<file path="src/rtl/ppi_pkg.sv">
`timescale 1ns/1ps
package ppi_pkg;
  localparam int PW = 8;

  typedef struct packed {
    logic [1:0] a_mode;
    logic       a_in;
    logic       cu_in;
    logic       b_mode;
    logic       b_in;
    logic       cl_in;
  } ppi_cfg_t;

  localparam ppi_cfg_t CFG_RESET = 7'b0011011;

  // strobe / acknowledge positions owned by handshake inputs
  function automatic logic [PW-1:0] pc_hs_in(ppi_cfg_t c);
    logic [PW-1:0] m;
    m = '0;
    if (c.b_mode) m[2] = 1'b1;
    if (c.a_mode[1]) begin
      m[4] = 1'b1;
      m[6] = 1'b1;
    end else if (c.a_mode[0]) begin
      if (c.a_in) m[4] = 1'b1;
      else        m[6] = 1'b1;
    end
    return m;
  endfunction

  // positions owned by handshake outputs
  function automatic logic [PW-1:0] pc_hs_out(ppi_cfg_t c);
    logic [PW-1:0] m;
    m = '0;
    if (c.b_mode) begin
      m[0] = 1'b1;
      m[1] = 1'b1;
    end
    if (c.a_mode[1]) begin
      m[3] = 1'b1;
      m[5] = 1'b1;
      m[7] = 1'b1;
    end else if (c.a_mode[0]) begin
      m[3] = 1'b1;
      if (c.a_in) m[5] = 1'b1;
      else        m[7] = 1'b1;
    end
    return m;
  endfunction

  function automatic logic [PW-1:0] pc_general_out(ppi_cfg_t c);
    logic [PW-1:0] gen;
    gen = ~(pc_hs_in(c) | pc_hs_out(c));
    return gen & {{(PW/2){~c.cu_in}}, {(PW/2){~c.cl_in}}};
  endfunction

  function automatic logic [PW-1:0] pc_oe_mask(ppi_cfg_t c);
    return pc_hs_out(c) | pc_general_out(c);
  endfunction

  // bits a plain port C write may touch
  function automatic logic [PW-1:0] pc_plain_mask(ppi_cfg_t c);
    logic [PW/2-1:0] up, lo;
    up = (c.a_mode == 2'b00 && !c.cu_in) ? '1 : '0;
    lo = (!c.b_mode && !c.cl_in) ? '1 : '0;
    return {up, lo};
  endfunction

  function automatic logic [PW-1:0] inte_spread(logic [2:0] f);
    return {1'b0, f[2], 1'b0, f[1], 1'b0, f[0], 2'b00};
  endfunction
endpackage

</file>
<file path="src/rtl/ppi_bus_sync.sv">
`timescale 1ns/1ps
module ppi_bus_sync #(
  parameter int STAGES = 2
) (
  input  logic clk,
  input  logic rst,
  input  logic cs_n,
  input  logic rd_n,
  input  logic wr_n,
  output logic wr_pulse
);
  localparam int CHAIN = STAGES + 1;

  logic             wr_act;
  logic [CHAIN-1:0] chain;

  assign wr_act   = ~cs_n & ~wr_n & rd_n;
  assign wr_pulse = chain[STAGES-1] & ~chain[STAGES];

  always_ff @(posedge clk or posedge rst) begin
    if (rst) chain <= '0;
    else     chain <= {chain[CHAIN-2:0], wr_act};
  end

  AST_ONE_COMMIT: assert property (@(posedge clk) disable iff (rst)
    wr_pulse |=> !wr_pulse);
endmodule

</file>
<file path="src/rtl/ppi_ctrl_regs.sv">
`timescale 1ns/1ps
module ppi_ctrl_regs
  import ppi_pkg::*;
(
  input  logic          clk,
  input  logic          rst,
  input  logic          wr_pulse,
  input  logic [1:0]    addr,
  input  logic [PW-1:0] wdata,
  output ppi_cfg_t      cfg,
  output logic [PW-1:0] pa_lat,
  output logic [PW-1:0] pb_lat,
  output logic [PW-1:0] pc_lat,
  output logic [2:0]    inte_q
);
  logic          mode_wr, sr_wr, plain_c_wr;
  logic [2:0]    sr_idx;
  logic          sr_val;
  logic [PW-1:0] hs_in_m, oe_m, plain_m;
  logic          sr_to_flag, sr_to_latch, sr_ignored;

  assign mode_wr    = wr_pulse && addr == 2'd3 && wdata[7];
  assign sr_wr      = wr_pulse && addr == 2'd3 && !wdata[7];
  assign plain_c_wr = wr_pulse && addr == 2'd2;
  assign sr_idx     = wdata[3:1];
  assign sr_val     = wdata[0];
  assign hs_in_m    = pc_hs_in(cfg);
  assign oe_m       = pc_oe_mask(cfg);
  assign plain_m    = pc_plain_mask(cfg);
  assign sr_to_flag  = sr_wr && hs_in_m[sr_idx];
  assign sr_to_latch = sr_wr && oe_m[sr_idx];
  assign sr_ignored  = sr_wr && !hs_in_m[sr_idx] && !oe_m[sr_idx];

  always_ff @(posedge clk or posedge rst) begin
    if (rst) begin
      cfg    <= CFG_RESET;
      pa_lat <= '0;
      pb_lat <= '0;
      pc_lat <= '0;
      inte_q <= '0;
    end else if (mode_wr) begin
      cfg    <= ppi_cfg_t'(wdata[6:0]);
      pa_lat <= '0;
      pb_lat <= '0;
      pc_lat <= '0;
      inte_q <= '0;
    end else begin
      if (wr_pulse && addr == 2'd0) pa_lat <= wdata;
      if (wr_pulse && addr == 2'd1) pb_lat <= wdata;
      if (plain_c_wr) pc_lat <= (pc_lat & ~plain_m) | (wdata & plain_m);
      if (sr_to_latch) pc_lat[sr_idx] <= sr_val;
      if (sr_to_flag) begin
        case (sr_idx)
          3'd2:    inte_q[0] <= sr_val;
          3'd4:    inte_q[1] <= sr_val;
          3'd6:    inte_q[2] <= sr_val;
          default: ;
        endcase
      end
    end
  end

  AST_MODE_CLEARS: assert property (@(posedge clk) disable iff (rst)
    mode_wr |=> (pa_lat == '0 && pb_lat == '0 && pc_lat == '0 && inte_q == '0));
  AST_SR_SINGLE_BIT: assert property (@(posedge clk) disable iff (rst)
    sr_wr |=> ($countones(pc_lat ^ $past(pc_lat)) <= 1));
  AST_SR_INPUT_IGNORED: assert property (@(posedge clk) disable iff (rst)
    sr_ignored |=> ($stable(pc_lat) && $stable(inte_q)));
  AST_SR_FLAG_NOT_LATCH: assert property (@(posedge clk) disable iff (rst)
    sr_to_flag |=> $stable(pc_lat));
  AST_PLAIN_C_MASK: assert property (@(posedge clk) disable iff (rst)
    plain_c_wr |=> (((pc_lat ^ $past(pc_lat)) & ~$past(plain_m)) == '0));
  AST_CFG_HOLD: assert property (@(posedge clk) disable iff (rst)
    !mode_wr |=> $stable(cfg));
endmodule

</file>
<file path="src/rtl/ppi_read_mux.sv">
`timescale 1ns/1ps
module ppi_read_mux
  import ppi_pkg::*;
(
  input  logic [1:0]    addr,
  input  ppi_cfg_t      cfg,
  input  logic [PW-1:0] pa_lat,
  input  logic [PW-1:0] pb_lat,
  input  logic [PW-1:0] pc_lat,
  input  logic [2:0]    inte_q,
  input  logic [PW-1:0] pa_in,
  input  logic [PW-1:0] pb_in,
  input  logic [PW-1:0] pc_in,
  input  logic [PW-1:0] hs_stat,
  output logic [PW-1:0] rd_val
);
  logic [PW-1:0] hs_in_m, hs_out_m, gen_out_m, gen_in_m, pc_view;
  logic          a_pins;

  assign hs_in_m   = pc_hs_in(cfg);
  assign hs_out_m  = pc_hs_out(cfg);
  assign gen_out_m = pc_general_out(cfg);
  assign gen_in_m  = ~(hs_in_m | hs_out_m | gen_out_m);
  assign a_pins    = cfg.a_in | cfg.a_mode[1];

  assign pc_view = (inte_spread(inte_q) & hs_in_m)
                 | (hs_stat & hs_out_m)
                 | (pc_lat & gen_out_m)
                 | (pc_in & gen_in_m);

  always_comb begin
    case (addr)
      2'd0:    rd_val = a_pins ? pa_in : pa_lat;
      2'd1:    rd_val = cfg.b_in ? pb_in : pb_lat;
      2'd2:    rd_val = pc_view;
      default: rd_val = {1'b1, cfg};
    endcase
  end
endmodule

</file>
<file path="src/rtl/ppi_ctrl.sv">
`timescale 1ns/1ps
module ppi_ctrl
  import ppi_pkg::*;
#(
  parameter int SYNC_STAGES = 2
) (
  input  logic       clk,
  input  logic       rst,
  input  logic       cs_n,
  input  logic       rd_n,
  input  logic       wr_n,
  input  logic [1:0] addr,
  input  logic [7:0] wdata,
  output logic [7:0] rdata,
  output logic       rdata_oe,
  input  logic [7:0] pa_in,
  input  logic [7:0] pb_in,
  input  logic [7:0] pc_in,
  input  logic [7:0] hs_stat,
  output logic [7:0] pa_out,
  output logic [7:0] pa_oe,
  output logic [7:0] pb_out,
  output logic [7:0] pb_oe,
  output logic [7:0] pc_out,
  output logic [7:0] pc_oe,
  output logic [1:0] grp_a_mode,
  output logic       grp_b_mode,
  output logic [2:0] inte
);
  logic          wr_pulse;
  ppi_cfg_t      cfg;
  logic [PW-1:0] pa_lat, pb_lat, pc_lat, rd_val;
  logic [2:0]    inte_q;

  ppi_bus_sync #(.STAGES(SYNC_STAGES)) u_sync (
    .clk(clk), .rst(rst), .cs_n(cs_n), .rd_n(rd_n), .wr_n(wr_n),
    .wr_pulse(wr_pulse)
  );

  ppi_ctrl_regs u_regs (
    .clk(clk), .rst(rst), .wr_pulse(wr_pulse), .addr(addr), .wdata(wdata),
    .cfg(cfg), .pa_lat(pa_lat), .pb_lat(pb_lat), .pc_lat(pc_lat),
    .inte_q(inte_q)
  );

  ppi_read_mux u_rmux (
    .addr(addr), .cfg(cfg), .pa_lat(pa_lat), .pb_lat(pb_lat),
    .pc_lat(pc_lat), .inte_q(inte_q), .pa_in(pa_in), .pb_in(pb_in),
    .pc_in(pc_in), .hs_stat(hs_stat), .rd_val(rd_val)
  );

  assign rdata_oe   = ~cs_n & ~rd_n & wr_n;
  assign rdata      = rdata_oe ? rd_val : '0;
  assign pa_out     = pa_lat;
  assign pb_out     = pb_lat;
  assign pc_out     = pc_lat;
  assign pa_oe      = (cfg.a_in | cfg.a_mode[1]) ? '0 : '1;
  assign pb_oe      = cfg.b_in ? '0 : '1;
  assign pc_oe      = pc_oe_mask(cfg);
  assign grp_a_mode = cfg.a_mode;
  assign grp_b_mode = cfg.b_mode;
  assign inte       = inte_q;

  AST_BUS_QUIET: assert property (@(posedge clk) disable iff (rst)
    (cs_n || (!rd_n && !wr_n)) |-> !rdata_oe);
  AST_CTRL_TOP_BIT: assert property (@(posedge clk) disable iff (rst)
    (rdata_oe && addr == 2'd3) |-> rdata[7]);
  AST_MODE2_A_FLOAT: assert property (@(posedge clk) disable iff (rst)
    grp_a_mode[1] |-> (pa_oe == '0));
  AST_STROBE_NOT_DRIVEN: assert property (@(posedge clk) disable iff (rst)
    grp_b_mode |-> !pc_oe[2]);
endmodule

</file>
<file path="config.mk">
export PLATFORM = sky130hd
export DESIGN_NAME = ppi_ctrl
export DESIGN_NICKNAME = d
export VERILOG_FILES = /design/src/rtl/ppi_pkg.sv /design/src/rtl/ppi_bus_sync.sv /design/src/rtl/ppi_ctrl_regs.sv /design/src/rtl/ppi_read_mux.sv /design/src/rtl/ppi_ctrl.sv
export SDC_FILE = /design/constraint.sdc
export NUM_CORES = 1
export LEC_CHECK = 0
export ABC_AREA = 0
export BUFFER_PORTS_ARGS = -buffer_cell sky130_fd_sc_hd__buf_2
export CAP_MARGIN = 0
export CORE_ASPECT_RATIO = 0.9
export CORE_MARGIN = 4
export CORE_UTILIZATION = 44
export CTS_CLUSTER_DIAMETER = 120
export CTS_CLUSTER_SIZE = 8
export DETAILED_ROUTE_END_ITERATION = 8
export PLACE_DENSITY = 0.74
export SLEW_MARGIN = 25
export SYNTH_ARGS = -nofsm -noshare
export SYNTH_HDL_FRONTEND = slang
export SYNTH_HIERARCHICAL = 1
export SYNTH_SLANG_ARGS = --single-unit
</file>
<file path="constraint.sdc">
create_clock -name clk -period 1.68 [get_ports clk]
set_clock_uncertainty 0.05 [all_clocks]
set_input_delay 0.252 -clock clk [delete_from_list [all_inputs] [get_ports clk]]
set_output_delay 0.252 -clock clk [all_outputs]
set_load 0.05 [all_outputs]
</file>
### Yosys cells after proc, flatten, opt, wreduce, memory -nomap -nowiden

Cells that the tools add are included.

| word-level totals | value |
|---|---|
| bits in registers | 37 |
| input port bits | 47 |
| output and inout bits | 63 |
| word-level logic and storage cells | 114 |

| cells by class | value |
|---|---|
| order comparisons | 2 |
| eq/ne operators | 6 |
| mux-type cells | 38 |
| bitwise gates (word level) | 29 |
| reduce and logical (&&, ||, !) cells | 26 |

Operators with widths:

| kind | number |
|---|---|
| two-way mux 8 bit | 13 |
| bitwise AND 8 bit | 6 |
| OR 8 bit | 6 |
| NOT 8 bit | 3 |
| one-hot mux 8 bit (3 select lines) | 1 |
| two-way mux 1 bit | 15 |
| nonzero test 2 bit | 6 |
| logical AND 1 bit | 11 |
| bitwise mux 8 bit | 1 |
| two-way mux 4 bit | 2 |
| OR 7 x 8 -> 8 bit | 1 |
| bitwise AND 7 bit | 1 |
| binary-select mux 1 bit (select 3 bit) | 2 |
| == test 3 bit (second input constant) | 2 |
| two-way mux 3 bit | 2 |
| NOT 1 bit | 6 |
| AND reduction 2 bit | 3 |
| bitwise AND 1 bit | 5 |
| == test 2 bit (second input constant) | 2 |
| logical NOT 1 bit | 4 |
| logical NOT 2 bit | 2 |
| < comparator 3 x 4 -> 1 bit (second input constant) | 1 |
| demux 1 bit (select 3 bit) | 1 |
| == test 3 x 2 -> 1 bit (second input constant) | 1 |
| other kinds (4) | 4 |

### Logic depth before layout (Yosys ltp)

| depth | value |
|---|---|
| depth in word-level cells | 12 |
| gate-level depth with buffers | 7 |
| mapped depth without buffers | 6 |

### Modules after synthesis

Netlist, hierarchy kept.

Modules (own cells, without submodules):

| module | times used | cells each | area an instance (um^2) | seq. area each (um^2) |
|---|---|---|---|---|
| ppi_ctrl_regs | 1 | 192 | 1756.7 | 855.8 |
| ppi_read_mux | 1 | 84 | 625.6 | 0.0 |
| ppi_ctrl | 1 | 38 | 240.2 | 0.0 |
| ppi_bus_sync | 1 | 6 | 97.6 | 75.1 |

### Worst setup path after synthesis

Ideal clock, no wire load.

| timing | value |
|---|---|
| path type | reg-to-output |
| start point | register, netlist name u_regs/cfg[6] |
| end point | output port rdata[3] |
| arrival time | 2.061 ns |
| required time | 1.378 ns |
| setup slack | -0.683 ns |
| cell stages (with the launch flop) | 7 |
| buffers on the path | 2 |
| cells stage by stage | dfrtp_1 > buf_2 > buf_2 > o21ai_0 > o311a_1 > a211oi_2 > and3_1 |

| between the ends | value |
|---|---|
| word-level cells in the longest chain between the ends | 10 |
| elaborated cells between the ends (all ways) | 16 |
| those cells by class | mux (4); bitwise (12) |

Ends and longest elaborated chain:

| element | line | source |
|---|---|---|
| two-way mux 1 bit | ppi_pkg.sv:39 | `if (c.a_mode[1]) begin` |
| OR 7 x 8 -> 8 bit | ppi_pkg.sv:53, ppi_read_mux.sv:23 |  |
| NOT 8 bit | ppi_pkg.sv:53 | `gen = ~(pc_hs_in(c) \| pc_hs_out(c));` |
| bitwise AND 8 bit | ppi_pkg.sv:54 | `return gen & {{(PW/2){~c.cu_in}}, {(PW/2){~c.cl_in}}};` |
| OR 8 bit | ppi_read_mux.sv:23 | `assign gen_in_m = ~(hs_in_m \| hs_out_m \| gen_out_m);` |
| NOT 8 bit | ppi_read_mux.sv:23 |  |
| bitwise AND 8 bit | ppi_read_mux.sv:29 | `\| (pc_in & gen_in_m);` |
| OR 8 bit | ppi_read_mux.sv:29 |  |
| one-hot mux 8 bit (3 select lines) * | ppi_read_mux.sv:32 | `case (addr)` |
| via rd_val[3] | ppi_ctrl.sv:32 | `logic [PW-1:0] pa_lat, pb_lat, pc_lat, rd_val;` |
| two-way mux 8 bit * | ppi_ctrl.sv:53 | `assign rdata = rdata_oe ? rd_val : '0;` |
| end, declared | ppi_ctrl.sv:14 | `output logic [7:0] rdata,` |

Mark *: on every way through the listed nets, which the timed path passes. The rest lies on a longest branch.

### Worst setup path in the final report

| timing | value |
|---|---|
| start point | register, netlist name u_regs/cfg[6] |
| end point | output port rdata[7] |

| between the ends | value |
|---|---|
| word-level cells in the longest chain between the ends | 10 |
| elaborated cells between the ends (all ways) | 16 |
| those cells by class | mux (4); bitwise (12) |

Ends and longest elaborated chain:

| element | line |
|---|---|
| two-way mux 1 bit | ppi_pkg.sv:39 |
| OR 7 x 8 -> 8 bit | ppi_pkg.sv:53, ppi_read_mux.sv:23 |
| NOT 8 bit | ppi_pkg.sv:53 |
| bitwise AND 8 bit | ppi_pkg.sv:54 |
| OR 8 bit | ppi_read_mux.sv:23 |
| NOT 8 bit | ppi_read_mux.sv:23 |
| bitwise AND 8 bit | ppi_read_mux.sv:29 |
| OR 8 bit | ppi_read_mux.sv:29 |
| one-hot mux 8 bit (3 select lines) * | ppi_read_mux.sv:32 |
| via rd_val[7] | ppi_ctrl.sv:32 |
| two-way mux 8 bit * | ppi_ctrl.sv:53 |

Marked as above.

==> out/qor.log <==
INFO  die            dieWidth=90.9um
INFO  synthesis      cell_area_after_synthesis=2720um^2
INFO  die            initial_core_util=0.467
INFO  critical_path  crit_type=flip-flop to output pin
INFO  critical_path  worstRegToRegCells=6
INFO  sta            final.setup.worst_slack=-0.631ns
INFO  clock_network  cts_tree=built
INFO  critical_path  start_kind=flip-flop
INFO  route          drt_first_iter_violations=292
INFO  hold_path      cell_count_of_the_worst_hold_path=2
INFO  cells_and_area layout-area-overhead-vs-synth=69.0%
INFO  critical_path  worst-path-max-fanout=6
INFO  placed_design  dp.final_hpwl=7.55mm
INFO  placed_design  place.port_buffers=106
INFO  status         failed_checks=setup timing
INFO  cells_and_area finish.net_count=524
INFO  cells_and_area finish.instance_area=4600um^2
INFO  synthesis      syn_nets=367
INFO  placed_design  final_gp_congestion=0.943
INFO  sta            drv_slew=0
INFO  route          route.detailed.drc=0
INFO  synthesis      count_of_flip_flops_with_a_built_in_enable_after_synthesis=0
INFO  route          dr.pass1.iters=5
INFO  clock_network  worst_skew_pair.late_latency=0.30ns
INFO  sta            tightestPinTransition=0.472ns
INFO  route          wl=11.9mm
INFO  power_and_ir_drop power.leakage=2.21nW
INFO  hold_path      hp-class=input pin to flip-flop
INFO  synthesis      synthCells=320
INFO  critical_path  cp_cell_sequence=buf_12, buf_8, buf_4, o21a_1, o21ai_1, a32oi_1, and3_4, buf_8
INFO  grt            pin_count_of_the_biggest_net_entering_global_routing=35
INFO  cells_and_area mostFrequentLayoutCell=buf_2
INFO  synthesis      netlist.area_leader.share=0.304
INFO  placed_design  dpl_cell_area=3650um^2
INFO  grt            number_of_global_route_vias_before_repair=3286
INFO  die            die_height=82.6um
INFO  critical_path  critical-path-top-delay-family=flip-flops
INFO  synthesis      synth_largest_area_cell=dfrtp_1
INFO  synthesis      yosys_register_bits=37
INFO  synthesis      leading_cell_types_by_total_area_after_synthesis=dfrtp_1 30%, nand2_1 8.6%, mux2i_1 6.6%, buf_4 4.4%, dfstp_2 3.9%
INFO  clock_network  cts-buffers-inserted=5
INFO  power_and_ir_drop vdd_ir_drop_max=0.644mV
INFO  sta            finalCritPeriodShare=1.38
INFO  synthesis      yosys_warnings=6
INFO  sta            final-hold-violation-count=0
INFO  route          drt.antenna.violating_nets=0
INFO  flow_run       max_cap_viols=0
INFO  clock_network  clock_tree.root_cell=clkbuf_8
INFO  grt            number_of_antenna_violations_at_the_first_check_in_global_routing=0
INFO  critical_path  cp_common_cell=buf_8
INFO  critical_path  critPathSlowestCell=dfrtp_4
INFO  sta            rsz0062_at_grt=yes
INFO  synthesis      ys_seq_area_frac=0.342
INFO  cells_and_area antenna-diode-count=0
INFO  critical_path  critical_path.max_stage_delay=0.55ns
INFO  route          post_dr_wirelength_cell=21.7um
INFO  cells_and_area final_layout_size_suffix_gt1_frac=0.571
INFO  power_and_ir_drop finalPower=0.00532W
INFO  grt            grt_pass1_wl=17.3mm
INFO  critical_path  reg2reg_slack=-0.35ns
INFO  critical_path  cp.required=1.38ns
INFO  synthesis      synthFlopType=dfrtp_1
INFO  die            fp.dieArea=7510um^2
INFO  clock_network  clock-sinks=37
INFO  grt            globalRouteOverflowTotal=0
INFO  clock_network  cts_max_level=2
INFO  critical_path  worst_r2r_startpoint=u_regs/cfg[4]
INFO  sta            maxClockFrequency=433MHz
INFO  die            placementRows=26
INFO  critical_path  cp-end-kind=output pin
INFO  status         outcome=finished with violations
INFO  clock_network  path_clk_slew=0.08ns
INFO  synthesis      ys_types=59
INFO  critical_path  regToRegEndpoint=u_regs/pc_lat[4]
INFO  route          via_count=3287
INFO  grt            gr-usage-all-layers=0.297
INFO  placed_design  dp_slack=-0.316ns
INFO  cells_and_area most_frequent_cells_in_the_layout=73 x buf_2, 59 x buf_4, 57 x nand2_1, 31 x buf_6, 30 x dfrtp_1
INFO  critical_path  cp-endpoint=rdata[7]
INFO  critical_path  worstSetupStartpoint=u_regs/cfg[6]
INFO  route          post_drt_via_cell_ratio=6.00
INFO  clock_network  maximum_clock_insertion_buffer_count=2
INFO  critical_path  cp_data_arrival_time=2.01ns
INFO  critical_path  path_buf_inv=4
INFO  sta            maxSlewHeadroom=0.686
INFO  synthesis      avgSynthCellArea=8.50um^2
INFO  die            coreArea=5820um^2
INFO  sta            timing.final.setup_violations=43
INFO  critical_path  worstSetupPathDepth=8
INFO  die            top_level_ports=110
INFO  sta            post-route-min-period=2.31ns
INFO  power_and_ir_drop power_density=1160nW/um^2
INFO  synthesis      async_flop_share=1.00
-- cell type report --
cell class                      instances  area (um^2)
Clock buffer                            7         86.3
Clock inverter                          1         30.0
Fill cell                             367         1230
Inverter                                5         22.5
Multi-Input combinational cell        243         1930
Sequential cell                        37          942
Tap cell                               70         87.6
Timing Repair Buffer                  185         1490
-- power breakdown --
part | internal [W] | leakage (nW) | switching, W
Sequential | 0.00107 | 0.454 | 0.000193
Clock | 0.000485 | 0.0585 | 0.000347
Combinational | 0.00127 | 1.70 | 0.00196
-- worst reg2reg max path: cells and delay by family (launching register included) --
kind	cells	cell delay [ns]
flip-flops	1	0.65
AND/OR/NAND/NOR	1	0.14
buffers and inverters	1	0.19
AO/OA/AOI/OAI	3	0.71
XOR/XNOR	1	0.21
-- cell usage after synthesis, types with 2 or more instances --
cell type	count
nor2_1	13
dfstp_2	4
o31a_1	2
nand2_1	62
nor4_1	2
nand2b_1	13
a211oi_1	7
buf_4	16
nor2_2	2
o31ai_1	2
nand3b_1	4
clkbuf_1	11
mux2_2	6
nand3_1	10
nor2b_1	11
and2_1	2
a21oi_1	5
o311ai_1	2
o22ai_1	4
a211oi_2	2
a211o_1	2
and3_1	9
o21ai_0	16
o21a_1	8
a21o_1	3
nor3b_2	2
buf_2	7
or3_1	2
nor3b_1	2
inv_1	5
a2111oi_0	3
mux2_1	4
dfrtp_1	33
o32ai_1	2
mux2i_1	18
-- routing by layer --
metal | GRT usage | routed length [um]
met1 | 0.360 | 4650
met2 | 0.520 | 5680
met3 | 0.0670 | 1080
met4 | 0.116 | 485
met5 | 0 | 0
-- cell families after synthesis --
logic type                share of synthesized area
and+or+nand+nor                               0.265
AOI/OAI and AO/OA                             0.193
buffers and inverters                        0.0833
DFF                                           0.342
muxes                                         0.113
xor gates and xnor gates                    0.00322
-- state kept, by name, indices dropped and copies added, names as in the netlist --
name,count
u_regs/pa_lat,8
u_regs/inte_q,3
u_sync/chain,3
u_regs/pc_lat,8
u_regs/pb_lat,8
u_regs/cfg,7
-- how the worst min path moves through the flow --
| stage | start | to | slack, ns |
|---|---|---|---|
| after floorplan | rst | u_sync/chain[0] | -0.04 |
| after global placement | rst | u_sync/chain[0] | 0.08 |
| after detailed placement | rst | u_sync/chain[2] | 0.08 |
| after CTS | cs_n | u_sync/chain[0] | 0.09 |
| after global routing | cs_n | u_sync/chain[0] | 0.08 |
| final | cs_n | u_sync/chain[0] | 0.1 |
-- metrics by stage --
stage | util | setup TNS, ns | hold slack (ns) | instances
6_report | 0.789 | -11.18 | 0.0988 | 548
5_1_grt | 0.789 | -13.13 | 0.0831 | 548
4_1_cts | 0.747 | -8.20 | 0.0899 | 542
3_5_place_dp | 0.627 | -4.48 | 0.0798 | 515
3_3_place_gp | 0.627 | -4.38 | 0.0757 | 515
2_1_floorplan | - | -2.64 | -0.0444 | 320
-- timing repair --
action	in CTS	in global routing
endpoints found under the hold margin	3	0
resized for setup	119	49
hold buffers	1	0
buffers inserted	18	7
pin swaps	16	11
setup endpoints to repair	43	62
Power figures use the tool's default switching activity.
